--- src/rtl/rst_seq_pkg.sv ---
package rst_seq_pkg;
  typedef enum logic [1:0] {ST_IDLE, ST_LOW, ST_RUN, ST_WAIT} seq_st_e;
  localparam int unsigned FLAG_W   = 4;
  localparam int unsigned FL_SHORT = 0;
  localparam int unsigned FL_LONG  = 1;
  localparam int unsigned FL_SW    = 2;
  localparam int unsigned FL_WDT   = 3;
endpackage

--- src/rtl/rst_pin_filt.sv ---
module rst_pin_filt #(
  parameter int unsigned DLY = 12
) (
  input  logic clk_i,
  input  logic rst_ni,
  input  logic pin_i,
  output logic pin_f_o
);
  logic [DLY-1:0] sh_q;

  generate
    if (DLY == 1) begin : g_one
      always_ff @(posedge clk_i or negedge rst_ni)
        if (!rst_ni) sh_q <= '1;
        else         sh_q <= pin_i;
    end else begin : g_chain
      always_ff @(posedge clk_i or negedge rst_ni)
        if (!rst_ni) sh_q <= '1;
        else         sh_q <= {sh_q[DLY-2:0], pin_i};
    end
  endgenerate

  assign pin_f_o = sh_q[DLY-1];
endmodule

--- src/rtl/rst_seq_fsm.sv ---
module rst_seq_fsm
  import rst_seq_pkg::*;
#(
  parameter int unsigned SEQ_LEN  = 1024,
  parameter int unsigned EXT_LEN  = 16,
  parameter int unsigned SMP_DLY  = 8,
  parameter int unsigned LONG_MIN = 1032
) (
  input  logic              clk_i,
  input  logic              rst_ni,
  input  logic              pin_f_i,
  input  logic              sw_req_i,
  input  logic              wdt_req_i,
  input  logic              ext_i,
  input  logic              bden_i,
  input  logic              drv_dis_ni,
  output logic              pin_pd_o,
  output logic              core_rst_o,
  output logic              seq_start_o,
  output logic              flag_set_o,
  output logic [FLAG_W-1:0] flag_val_o
);
  localparam int unsigned RUN_MAX = SEQ_LEN + EXT_LEN;
  localparam int unsigned CNT_MAX = (RUN_MAX > LONG_MIN) ? RUN_MAX : LONG_MIN;
  localparam int unsigned CNT_W   = $clog2(CNT_MAX + 1);
  localparam logic [CNT_W-1:0] SEQ_END  = CNT_W'(SEQ_LEN - 1);
  localparam logic [CNT_W-1:0] EXT_END  = CNT_W'(RUN_MAX - 1);
  localparam logic [CNT_W-1:0] SMP_END  = CNT_W'(SMP_DLY - 1);
  localparam logic [CNT_W-1:0] LONG_LIM = CNT_W'(LONG_MIN);

  seq_st_e          st_q, st_d;
  logic [CNT_W-1:0] cnt_q, cnt_d;
  logic             ext_q, ext_d, drv_q, drv_d;
  logic [CNT_W-1:0] run_end;

  assign run_end = ext_q ? EXT_END : SEQ_END;

  always_comb begin
    st_d        = st_q;
    cnt_d       = cnt_q;
    ext_d       = ext_q;
    drv_d       = drv_q;
    seq_start_o = 1'b0;
    flag_set_o  = 1'b0;
    flag_val_o  = '0;
    unique case (st_q)
      ST_IDLE: begin
        if (!pin_f_i) begin
          st_d        = ST_LOW;
          cnt_d       = CNT_W'(1);
          seq_start_o = 1'b1;
        end else if (sw_req_i || wdt_req_i) begin
          st_d        = ST_RUN;
          cnt_d       = '0;
          ext_d       = ext_i;
          drv_d       = bden_i && drv_dis_ni;
          seq_start_o = 1'b1;
          flag_set_o  = 1'b1;
          if (wdt_req_i) flag_val_o[FL_WDT] = 1'b1;
          else           flag_val_o[FL_SW]  = 1'b1;
        end
      end
      ST_LOW: begin
        if (!pin_f_i) begin
          if (cnt_q < LONG_LIM) cnt_d = cnt_q + 1'b1;
        end else begin
          st_d       = ST_RUN;
          cnt_d      = '0;
          ext_d      = 1'b0;
          flag_set_o = 1'b1;
          if (cnt_q >= LONG_LIM) flag_val_o[FL_LONG]  = 1'b1;
          else                   flag_val_o[FL_SHORT] = 1'b1;
        end
      end
      ST_RUN: begin
        if (!drv_dis_ni || cnt_q == SEQ_END) drv_d = 1'b0;
        if (cnt_q == run_end) begin
          st_d  = ST_WAIT;
          cnt_d = '0;
        end else begin
          cnt_d = cnt_q + 1'b1;
        end
      end
      default: begin
        if (cnt_q == SMP_END) begin
          if (!pin_f_i) begin
            // lingering filtered low turns into a hardware reset
            st_d        = ST_LOW;
            cnt_d       = CNT_W'(1);
            seq_start_o = 1'b1;
          end else begin
            st_d = ST_IDLE;
          end
        end else begin
          cnt_d = cnt_q + 1'b1;
        end
      end
    endcase
  end

  always_ff @(posedge clk_i or negedge rst_ni) begin
    if (!rst_ni) begin
      st_q  <= ST_IDLE;
      cnt_q <= '0;
      ext_q <= 1'b0;
      drv_q <= 1'b0;
    end else begin
      st_q  <= st_d;
      cnt_q <= cnt_d;
      ext_q <= ext_d;
      drv_q <= drv_d;
    end
  end

  assign pin_pd_o   = drv_q && drv_dis_ni;
  assign core_rst_o = (st_q != ST_IDLE);

  assert_pd_in_seq_R5: assert property (@(posedge clk_i) disable iff (!rst_ni)
    pin_pd_o |-> core_rst_o);
  assert_pd_rise_R5: assert property (@(posedge clk_i) disable iff (!rst_ni)
    $rose(pin_pd_o) |-> $rose(core_rst_o));
  assert_dis_release_R8: assert property (@(posedge clk_i) disable iff (!rst_ni)
    !drv_dis_ni |=> !pin_pd_o);
  assert_busy_no_flag_R11: assert property (@(posedge clk_i) disable iff (!rst_ni)
    (core_rst_o && flag_set_o) |-> pin_f_i);
endmodule

--- src/rtl/rst_src_flags.sv ---
module rst_src_flags
  import rst_seq_pkg::*;
(
  input  logic              clk_i,
  input  logic              rst_ni,
  input  logic              flag_set_i,
  input  logic [FLAG_W-1:0] flag_val_i,
  input  logic              flag_clr_i,
  input  logic              bden_set_i,
  input  logic              seq_start_i,
  input  logic              core_rst_i,
  output logic [FLAG_W-1:0] flags_o,
  output logic              bden_o
);
  always_ff @(posedge clk_i or negedge rst_ni) begin
    if (!rst_ni) begin
      flags_o <= '0;
      bden_o  <= 1'b0;
    end else begin
      if (flag_set_i)      flags_o <= flag_val_i;
      else if (flag_clr_i) flags_o <= '0;
      if (seq_start_i)                   bden_o <= 1'b0;
      else if (bden_set_i && !core_rst_i) bden_o <= 1'b1;
    end
  end

  assert_flags_onehot_R11: assert property (@(posedge clk_i) disable iff (!rst_ni)
    $onehot0(flags_o));
  assert_flags_hold_R11: assert property (@(posedge clk_i) disable iff (!rst_ni)
    (!flag_set_i && !flag_clr_i) |=> $stable(flags_o));
  assert_bden_clear_R6: assert property (@(posedge clk_i) disable iff (!rst_ni)
    seq_start_i |=> !bden_o);
endmodule

--- src/rtl/rst_seq_ctrl.sv ---
module rst_seq_ctrl
  import rst_seq_pkg::*;
#(
  parameter int unsigned SEQ_LEN  = 1024,
  parameter int unsigned FILT_DLY = 12,
  parameter int unsigned SMP_DLY  = 8,
  parameter int unsigned LONG_MIN = 1032,
  parameter int unsigned EXT_LEN  = 16
) (
  input  logic       clk_i,
  input  logic       rst_ni,
  input  logic       pin_i,
  input  logic       drv_dis_ni,
  input  logic       sw_req_i,
  input  logic       wdt_req_i,
  input  logic       bden_set_i,
  input  logic       flag_clr_i,
  input  logic       ext_i,
  output logic       pin_pd_o,
  output logic       core_rst_o,
  output logic [3:0] flags_o
);
  logic              pin_f, bden, seq_start, flag_set;
  logic [FLAG_W-1:0] flag_val;

  rst_pin_filt #(.DLY(FILT_DLY)) i_filt (
    .clk_i(clk_i), .rst_ni(rst_ni), .pin_i(pin_i), .pin_f_o(pin_f)
  );

  rst_seq_fsm #(
    .SEQ_LEN(SEQ_LEN), .EXT_LEN(EXT_LEN), .SMP_DLY(SMP_DLY), .LONG_MIN(LONG_MIN)
  ) i_fsm (
    .clk_i(clk_i), .rst_ni(rst_ni), .pin_f_i(pin_f),
    .sw_req_i(sw_req_i), .wdt_req_i(wdt_req_i), .ext_i(ext_i),
    .bden_i(bden), .drv_dis_ni(drv_dis_ni),
    .pin_pd_o(pin_pd_o), .core_rst_o(core_rst_o), .seq_start_o(seq_start),
    .flag_set_o(flag_set), .flag_val_o(flag_val)
  );

  rst_src_flags i_flags (
    .clk_i(clk_i), .rst_ni(rst_ni), .flag_set_i(flag_set), .flag_val_i(flag_val),
    .flag_clr_i(flag_clr_i), .bden_set_i(bden_set_i), .seq_start_i(seq_start),
    .core_rst_i(core_rst_o), .flags_o(flags_o), .bden_o(bden)
  );
endmodule

--- config.mk ---
export PLATFORM = sky130hd
export DESIGN_NAME = rst_seq_ctrl
export DESIGN_NICKNAME = d
export VERILOG_FILES = /design/src/rtl/rst_seq_pkg.sv /design/src/rtl/rst_pin_filt.sv /design/src/rtl/rst_seq_fsm.sv /design/src/rtl/rst_src_flags.sv /design/src/rtl/rst_seq_ctrl.sv
export SDC_FILE = /design/constraint.sdc
export NUM_CORES = 1
export LEC_CHECK = 0
export ABC_AREA = 0
export BUFFER_PORTS_ARGS = -buffer_cell sky130_fd_sc_hd__clkbuf_2
export CELL_PAD_IN_SITES_DETAIL_PLACEMENT = 0
export CELL_PAD_IN_SITES_GLOBAL_PLACEMENT = 1
export CORE_ASPECT_RATIO = 1.2
export CORE_MARGIN = 1
export CORE_UTILIZATION = 35
export DETAILED_ROUTE_END_ITERATION = 6
export PLACE_DENSITY_LB_ADDON = 0.08
export REMOVE_ABC_BUFFERS = 1
export SLEW_MARGIN = 20
export SYNTH_ARGS = -nofsm -noshare
export SYNTH_HDL_FRONTEND = slang
export SYNTH_HIERARCHICAL = 1
export SYNTH_SLANG_ARGS = --single-unit
export TNS_END_PERCENT = 10
--- constraint.sdc ---
create_clock -name clk_i -period 5.8 [get_ports clk_i]
set_clock_uncertainty 0.15 [all_clocks]
set_input_delay 1.16 -clock clk_i [delete_from_list [all_inputs] [get_ports clk_i]]
set_output_delay 1.16 -clock clk_i [all_outputs]
set_load 0.01 [all_outputs]
== Word-level counts from Yosys, hierarchy flattened ==
Index checks and enable logic that the tools add are counted.

* Add/sub/neg operators: 1
* Multipliers: 0
* Divide/modulo/power cells: 0
* Order comparisons: 2
* Eq/ne operators: 13
* Shift operators: 0
* Mux-type cells: 45
* Bitwise operators: 0
* Reduce and logical (&&, ||, !) cells: 19

{| class="wikitable"
|+ Operators with widths
! cell !! count
|-
| two-way mux 11 bit || 8
|-
| one-hot mux 11 bit (3 select lines) || 1
|-
| two-way mux 2 bit || 10
|-
| two-way mux 1 bit || 19
|-
| AND reduction 4 bit || 3
|-
| adder 11 x 1 -> 11 bit (second input constant) || 1
|-
| equality test 11 x 10 -> 1 bit (second input constant) || 1
|-
| equality test 11 bit || 1
|-
| equality test 11 x 3 -> 1 bit (second input constant) || 1
|-
| greater-or-equal comparator 11 bit (second input constant) || 1
|-
| < comparator 11 bit (second input constant) || 1
|-
| nonzero test 2 bit || 5
|-
| two-way mux 4 bit || 2
|-
| one-hot mux 1 bit (2 select lines) || 4
|-
| inequality test 2 x 1 -> 1 bit (second input constant) || 3
|-
| inequality test 3 x 2 -> 1 bit (second input constant) || 2
|-
| one-hot mux 2 bit (3 select lines) || 1
|-
| inequality test 5 bit (second input constant) || 1
|-
| inequality test 2 bit (second input constant) || 2
|-
| nonzero test 4 bit || 1
|-
| logical AND 1 bit || 3
|-
| AND reduction 3 bit || 1
|-
| equality test 2 x 1 -> 1 bit (second input constant) || 1
|-
| equality test 2 bit (second input constant) || 1
|-
| other kinds (4) || 6
|}

* Register bits after elaboration: 32
* Latch bits: 0
* RAM bits: 0
* ROM bits: 0
* Input port bits: 9
* Logic and storage cells: 87
* Memories: 0

== Longest topological paths before layout ==
Gate-level depths: netlist of run 1.

* Word-level depth: 5
* Mapped depth: 8

== Modules after synthesis ==
Netlist of run 1, hierarchy kept.

{| class="wikitable"
|+ By module, submodules not included
! module !! instances !! cells each !! area an instance (um2) !! seq. area each (um2)
|-
| rst_seq_fsm || 1 || 148 || 1,239.9 || 375.4
|-
| rst_pin_filt || 1 || 12 || 315.3 || 315.3
|-
| rst_src_flags || 1 || 13 || 181.4 || 125.1
|}

== Least setup slack after synthesis of run 1 ==
No wires, ideal clock.

* Path type: input port to output port
* Start: input port drv_dis_ni
* End: output port pin_pd_o
* Arrival time: 1.306 ns
* Required time: 4.490 ns
* Setup slack: 3.184 ns
* Cell stages on the path: 1
* Path buffers: 0
* Cells stage by stage: and2_1

* Word-level cells in the longest chain between the ends: 1

{| class="wikitable"
|+ RTL lines
! element !! RTL line !! text
|-
| start, declared || rst_seq_ctrl.sv:13 || <nowiki>input logic drv_dis_ni,</nowiki>
|-
| logical AND 1 bit || rst_seq_fsm.sv:115 || <nowiki>assign pin_pd_o = drv_q && drv_dis_ni;</nowiki>
|-
| end, declared || rst_seq_ctrl.sv:19 || <nowiki>output logic pin_pd_o,</nowiki>
|}

No other way between the ends.

== Worst setup path after layout of run 1 ==
* Start: register i_fsm.st_q[1]
* End: output port core_rst_o

* Word-level cells in the longest chain between the ends: 1

{| class="wikitable"
|+ RTL lines
! element !! RTL line !! text
|-
| start, declared || rst_seq_fsm.sv:31 || <nowiki>seq_st_e st_q, st_d;</nowiki>
|-
| start signal, assigned || rst_seq_fsm.sv:108 || <nowiki>st_q <= st_d;</nowiki>
|-
| nonzero test 2 bit || rst_seq_fsm.sv:116 || <nowiki>assign core_rst_o = (st_q != ST_IDLE);</nowiki>
|-
| end, declared || rst_seq_ctrl.sv:20 || <nowiki>output logic core_rst_o,</nowiki>
|}

No other way between the ends.

==> results.yml, run 1 <==
status:
  status: "completed"
synth:
  async_reset_ff_share_pct: 100.0
  ys_types: 42
  ys_seq_area_share_pct: 46.97
  synthFlopType: "dfrtp_1"
  syn-cell-area_mm2: 0.001737
  synth-seq-cells: 32
  syn_inst: 173
  synth_edf_count: 0
  avgSynthCellArea_um2: 10.04
  synth_warnings: 6
grt:
  grt_pass1_wl_um: 6527
  overflow: 0
  grt.total_usage_pct: 16.85
  grt_max_degree: 33
  grt_antenna_before_repair: 0
  grt_pass1_vias: 1344
critical_path:
  rr_endpoint: "i_fsm/cnt_q[10]$_DFFE_PN0P_"
  r2r_setup_slack_ns: 3.15
  cp.required_ns: 4.49
  crit_path_start_kind: "register"
  reg2reg_depth: 6
  path_max_fanout: 12
  regToRegStartpoint: "i_fsm/cnt_q[0]$_DFFE_PN0P_"
  end_kind: "primary output"
  worst_ep_arrival_time_ns: 1.60
  crit_type: "reg -> out"
routing:
  via_per_inst: 5.566
  wl_met2_um: 1917
  ant_nets: 0
  first_pass_iters: 4
  totalWireLength_um: 3827
  drtIter0Drc: 53
  drc: 0
  met3_length_um: 160
  wire_per_inst_um: 15.68
  wl_met1_um: 1688
  vias: 1358
  top_layer: "met4"
layout:
  finalNonFillerCells: 244
  layout_commonest_cell: "dfrtp_1"
  final_cell_area_mm2: 0.001926
  multi_input_area_um2: 844.6
  nNetsFinal: 200
  layout_common_cells: "dfrtp_1, nand2_1, clkbuf_2"
  fill_cells: 495
  final-seq-area_um2: 815.8
  area_growth_pct: 10.88
  diodes: 0
  drive_above_1_share_pct: 22.04
placement:
  dp_cells: 236
  dp_hpwl_um: 2604
  placedInstanceArea_mm2: 0.001833
  place_ws_ns: 2.990
  place.gp.congestion: 0.7644
  numPortBuffers: 14
timing:
  worst_slack_ns: 2.888
  maxSlewHeadroom_pct: 46.01
  fmax_mhz: 343.4
  finalMaxSlewViolations: 0
  finalSetupViolCount: 0
  rsz0062_at_grt: "no"
  tns_ns: 0
  min_period_over_period_pct: 50.21
  min_period_ns: 2.912
  worstMarginPinSlew_ns: 0.8099
  finalHoldViolCount: 0
cts:
  path_clk_slew_ns: 0.08
  cts_root_buf: "clkbuf_8"
  post_cts_buffers: 0
  cts.sinks: 32
  tritoncts: "yes"
  cts_resized: 0
  cts.htree.levels: 2
  numCtsBuffers: 5
  clk_latency_ns: 0.29
  hold_buffers: 0
  cts_buffer_depth: 2
pwr:
  p_per_area_mw_per_mm2: 399.9
  p_leak_nw: 0.8302
  peakVddDrop_mv: 0.1151
floorplanning:
  initial_core_util_pct: 37.25
  core_area_mm2: 0.004662
  row_count: 27
  die_h_um: 79.17
  die_area_mm2: 0.005249
  dieWidth_um: 66.31
  boundaryPins: 15
job:
  drv_cap: 0
worst_hold_path:
  min_path_type: "reg -> reg"
  min_path_cells: 0
  holdPathEnd: "i_filt/sh_q[9]$_DFF_PN1_"
  min_from: "i_filt/sh_q[8]$_DFF_PN1_"
-- cell families after synthesis --
family / count (synthesis) / synth area share (%)
simple gates: 65 / 20.39
compound gates: 51 / 22.62
flops: 32 / 46.97
buf+inv: 17 / 4.395
fa+ha+maj: 6 / 4.323
mux: 2 / 1.297
-- synth_stat cells, types with 5 or more instances --
cell type   n  area share (%)
dfrtp_1    20              29
o2bb2ai_1   8             4.0
o21ai_0     8             2.3
nor3_1     10             2.9
nand3_1     6             1.7
a22o_1      6             3.0
nand2_1    14             3.0
dfstp_2    12              18
a21oi_1     5             1.4
inv_1       8             1.7
nor2_1     11             2.4
ha_1        6             4.3
-- cell type report --
class / count / share of cell area [%]
Clock inverter: 3 / 1.235
Inverter: 8 / 1.559
Multi-Input combinational cell: 124 / 43.86
Clock buffer: 5 / 3.574
Tap cell: 58 / 3.769
Timing Repair Buffer: 14 / 3.639
Sequential cell: 32 / 42.37
-- registers in the layout, indices dropped and copies added (netlist names) --
signal           flops
i_fsm/ext_q          1
i_fsm/st_q           2
i_flags/bden_o       1
i_fsm/cnt_q         11
i_filt/sh_q         12
i_fsm/drv_q          1
i_flags/flags_o      4
-- metrics by stage --
step	util (%)	total power, mW	hold slack, ns
after floorplan	-	0.5125	0.1952
after global placement	39.32	0.5921	0.1955
after detailed placement	39.32	0.5977	0.1972
after CTS	41.30	0.7829	0.2017
after global routing	41.30	0.8361	0.2160
final	41.30	0.7700	0.1967
-- per-layer routing --
layer  up-vias  GRT usage [%]
met3         7          4.741
met5         -              0
met4         0          5.745
met1       665          19.69
met2        31          29.08
li1        655              -
-- how the worst max path moves through the flow --
stage                                    from         end  depth (start not counted)
finish              i_fsm/st_q[1]$_DFFE_PN0P_  core_rst_o                          4
global route        i_fsm/st_q[1]$_DFFE_PN0P_  core_rst_o                          4
CTS                 i_fsm/st_q[1]$_DFFE_PN0P_  core_rst_o                          4
detailed placement                 drv_dis_ni    pin_pd_o                          3
global placement                   drv_dis_ni    pin_pd_o                          3
floorplan                          drv_dis_ni    pin_pd_o                          1
-- power by group --
group | total, mW | switching [mW] | internal (mW) | leakage, nW
registers | 0.294 | 0.0352 | 0.259 | 0.396
logic | 0.298 | 0.180 | 0.118 | 0.394
clock network | 0.177 | 0.0926 | 0.0849 | 0.0404
-- worst max-delay path: stages (launching register included) --
cell and delay, ns:
dfrtp_1 0.44, inv_1 0.10, ha_1 0.42, inv_1 0.18, clkbuf_2 0.16
Power figures use the tool's default switching activity.
==> run 2, diff against run 1 <==
clock period = 2.5 ns   (was 5.8 ns; I/O delays follow)
==> run 2 against run 1 <==
Net effect:
- cell area up 2.7%
- worst setup slack worse by 2.7 ns
- hold slack worse by 0.049 ns
- non-clock buffer count up 5
- sequential power up 130%
- combinational power up 150%
==> results.yml, run 2 (synthesis gave the netlist of run 1 again) <==
cts:
  cts_resized: 0
  post_cts_buffers: 0
  cts.htree.levels: 2
  hold_buffers: 0
  clk_latency_ns: 0.28
  cts_root_buf: "clkbuf_8"
  cts.sinks: 32
  cts_buffer_depth: 2
  numCtsBuffers: 5
  path_clk_slew_ns: 0.07
  tritoncts: "yes"
timing:
  finalSetupViolCount: 0
  finalHoldViolCount: 0
  tns_ns: 0
  min_period_ns: 2.350
  hold_ws_ns: 0.1474
  worstMarginPinSlew_ns: 0.8072
  maxSlewHeadroom_pct: 46.19
  finalMaxSlewViolations: 0
  rsz0062_at_grt: "no"
  fmax_mhz: 425.6
  min_period_over_period_pct: 93.99
  worst_slack_ns: 0.1502
layout:
  final-seq-area_um2: 815.8
  regMostFlops: "i_filt/sh_q"
  diodes: 0
  area_growth_pct: 13.91
  drive_above_1_share_pct: 23.56
  fill_cells: 452
  layout_common_cells: "dfrtp_1, nand2_1, clkbuf_2"
  multi_input_area_um2: 844.6
  nNetsFinal: 205
  layout_commonest_cell: "dfrtp_1"
  largest_register_ffs: 12
  reg.largest.list: "i_filt/sh_q x12, i_fsm/cnt_q x11, i_flags/flags_o x4"
grt:
  grt_pass1_wl_um: 6458
  grt.total_usage_pct: 16.37
  grt_max_degree: 33
  grt_pass1_vias: 1372
  grt_antenna_before_repair: 0
  overflow: 0
placement:
  numPortBuffers: 14
  dp_hpwl_um: 2672
  place_ws_ns: 0.1951
  place.gp.congestion: 0.7204
routing:
  drc: 0
  drtIter0Drc: 67
  vias: 1339
  totalWireLength_um: 3865
  ant_nets: 0
  first_pass_iters: 4
  wire_per_inst_um: 15.52
  via_per_inst: 5.378
worst_hold_path:
  min_path_type: "in -> async"
floorplanning:
  row_count: 27
  core_area_mm2: 0.004662
  boundaryPins: 15
  initial_core_util_pct: 37.25
  dieWidth_um: 66.31
  die_h_um: 79.17
  die_area_mm2: 0.005249
pwr:
  peakVddDrop_mv: 0.3751
  power_mw: 1.902
  p_per_area_mw_per_mm2: 961.6
  p_leak_nw: 0.8689
critical_path:
  worst_ep_arrival_time_ns: 2.37
  end_kind: "register"
  crit_type: "reg -> reg"
  cp.required_ns: 2.52
  crit_slowest_cell: "dfrtp_1"
  path_max_fanout: 9
  crit_path_cell_trace: "inv_1 > ha_1 > nor2b_1 > or3_1 > o31ai_4 > buf_4 > o21ai_2 > a22o_1"
  crit_path_start_kind: "register"
  cp_slowest_stage_delay_ns: 0.43
job:
  drv_cap: 0
status:
  status: "completed"
run 2: cell count changes in the layout (fill, tap and decap cells not counted):
| cell | before | now |
|---|---|---|
| clkinv_2 | 0 | 1 |
| clkinvlp_4 | 2 | 0 |
| clkinv_4 | 1 | 0 |
| buf_4 | 0 | 5 |
| bufinv_16 | 0 | 1 |
| clkbuf_1 | 0 | 1 |
run 2: layout make-up:
type | count | area share (%)
Inverter | 8 | 1.518
Timing Repair Buffer | 19 | 5.440
Sequential cell | 32 | 41.24
Tap cell | 58 | 3.669
Clock inverter | 2 | 1.771
Multi-Input combinational cell | 124 | 42.69
Clock buffer | 6 | 3.669
run 2: path summary, 6_finish.rpt:
| check | start | to | slack [ns] | cells after the start |
|---|---|---|---|---|
| max reg2reg | i_fsm/st_q[1]$_DFFE_PN0P_ | i_fsm/cnt_q[2]$_DFFE_PN0P_ | 0.15 | 8 |
| min | rst_ni | i_fsm/cnt_q[10]$_DFFE_PN0P_ | 0.15 | 1 |
| max | i_fsm/st_q[1]$_DFFE_PN0P_ | i_fsm/cnt_q[2]$_DFFE_PN0P_ | 0.15 | 8 |
| min reg2reg | i_filt/sh_q[3]$_DFF_PN1_ | i_filt/sh_q[4]$_DFF_PN1_ | 0.20 | 0 |
| min in group clk_i | pin_i | i_filt/sh_q[0]$_DFF_PN1_ | 0.15 | 1 |
| max in group asynchronous | rst_ni | i_fsm/cnt_q[5]$_DFFE_PN0P_ | 1.54 | 1 |
run 2: layer usage:
| layer | wire length [um] | track usage [%] |
|---|---|---|
| met3 | 122 | 3.879 |
| met5 | 0 | 0 |
| met4 | 44 | 4.468 |
| met2 | 1897 | 27.86 |
| met1 | 1801 | 20.40 |
run 2: stage by stage:
step | instances | utilization (%) | area [um2]
6_report | 249 | 42.43 | 1978
5_1_grt | 249 | 42.43 | 1978
4_1_cts | 249 | 42.43 | 1978
3_5_place_dp | 241 | 40.12 | 1871
3_3_place_gp | 241 | 40.12 | 1871
2_1_floorplan | 164 | - | 1690
run 2: power breakdown:
| part | switching (mW) | total, mW | internal (mW) |
|---|---|---|---|
| sequential | 0.0798 | 0.682 | 0.602 |
| combinational | 0.434 | 0.735 | 0.300 |
| clock | 0.190 | 0.486 | 0.296 |
run 2: critical path, delay by kind of cell (launching register included):
family,cells,cell delay (ns)
AND/OR/NAND/NOR,2,0.54
AO/OA/AOI/OAI,3,0.52
flip-flops,1,0.43
buffers and inverters,2,0.31
adder cells (fa/ha/maj),1,0.28
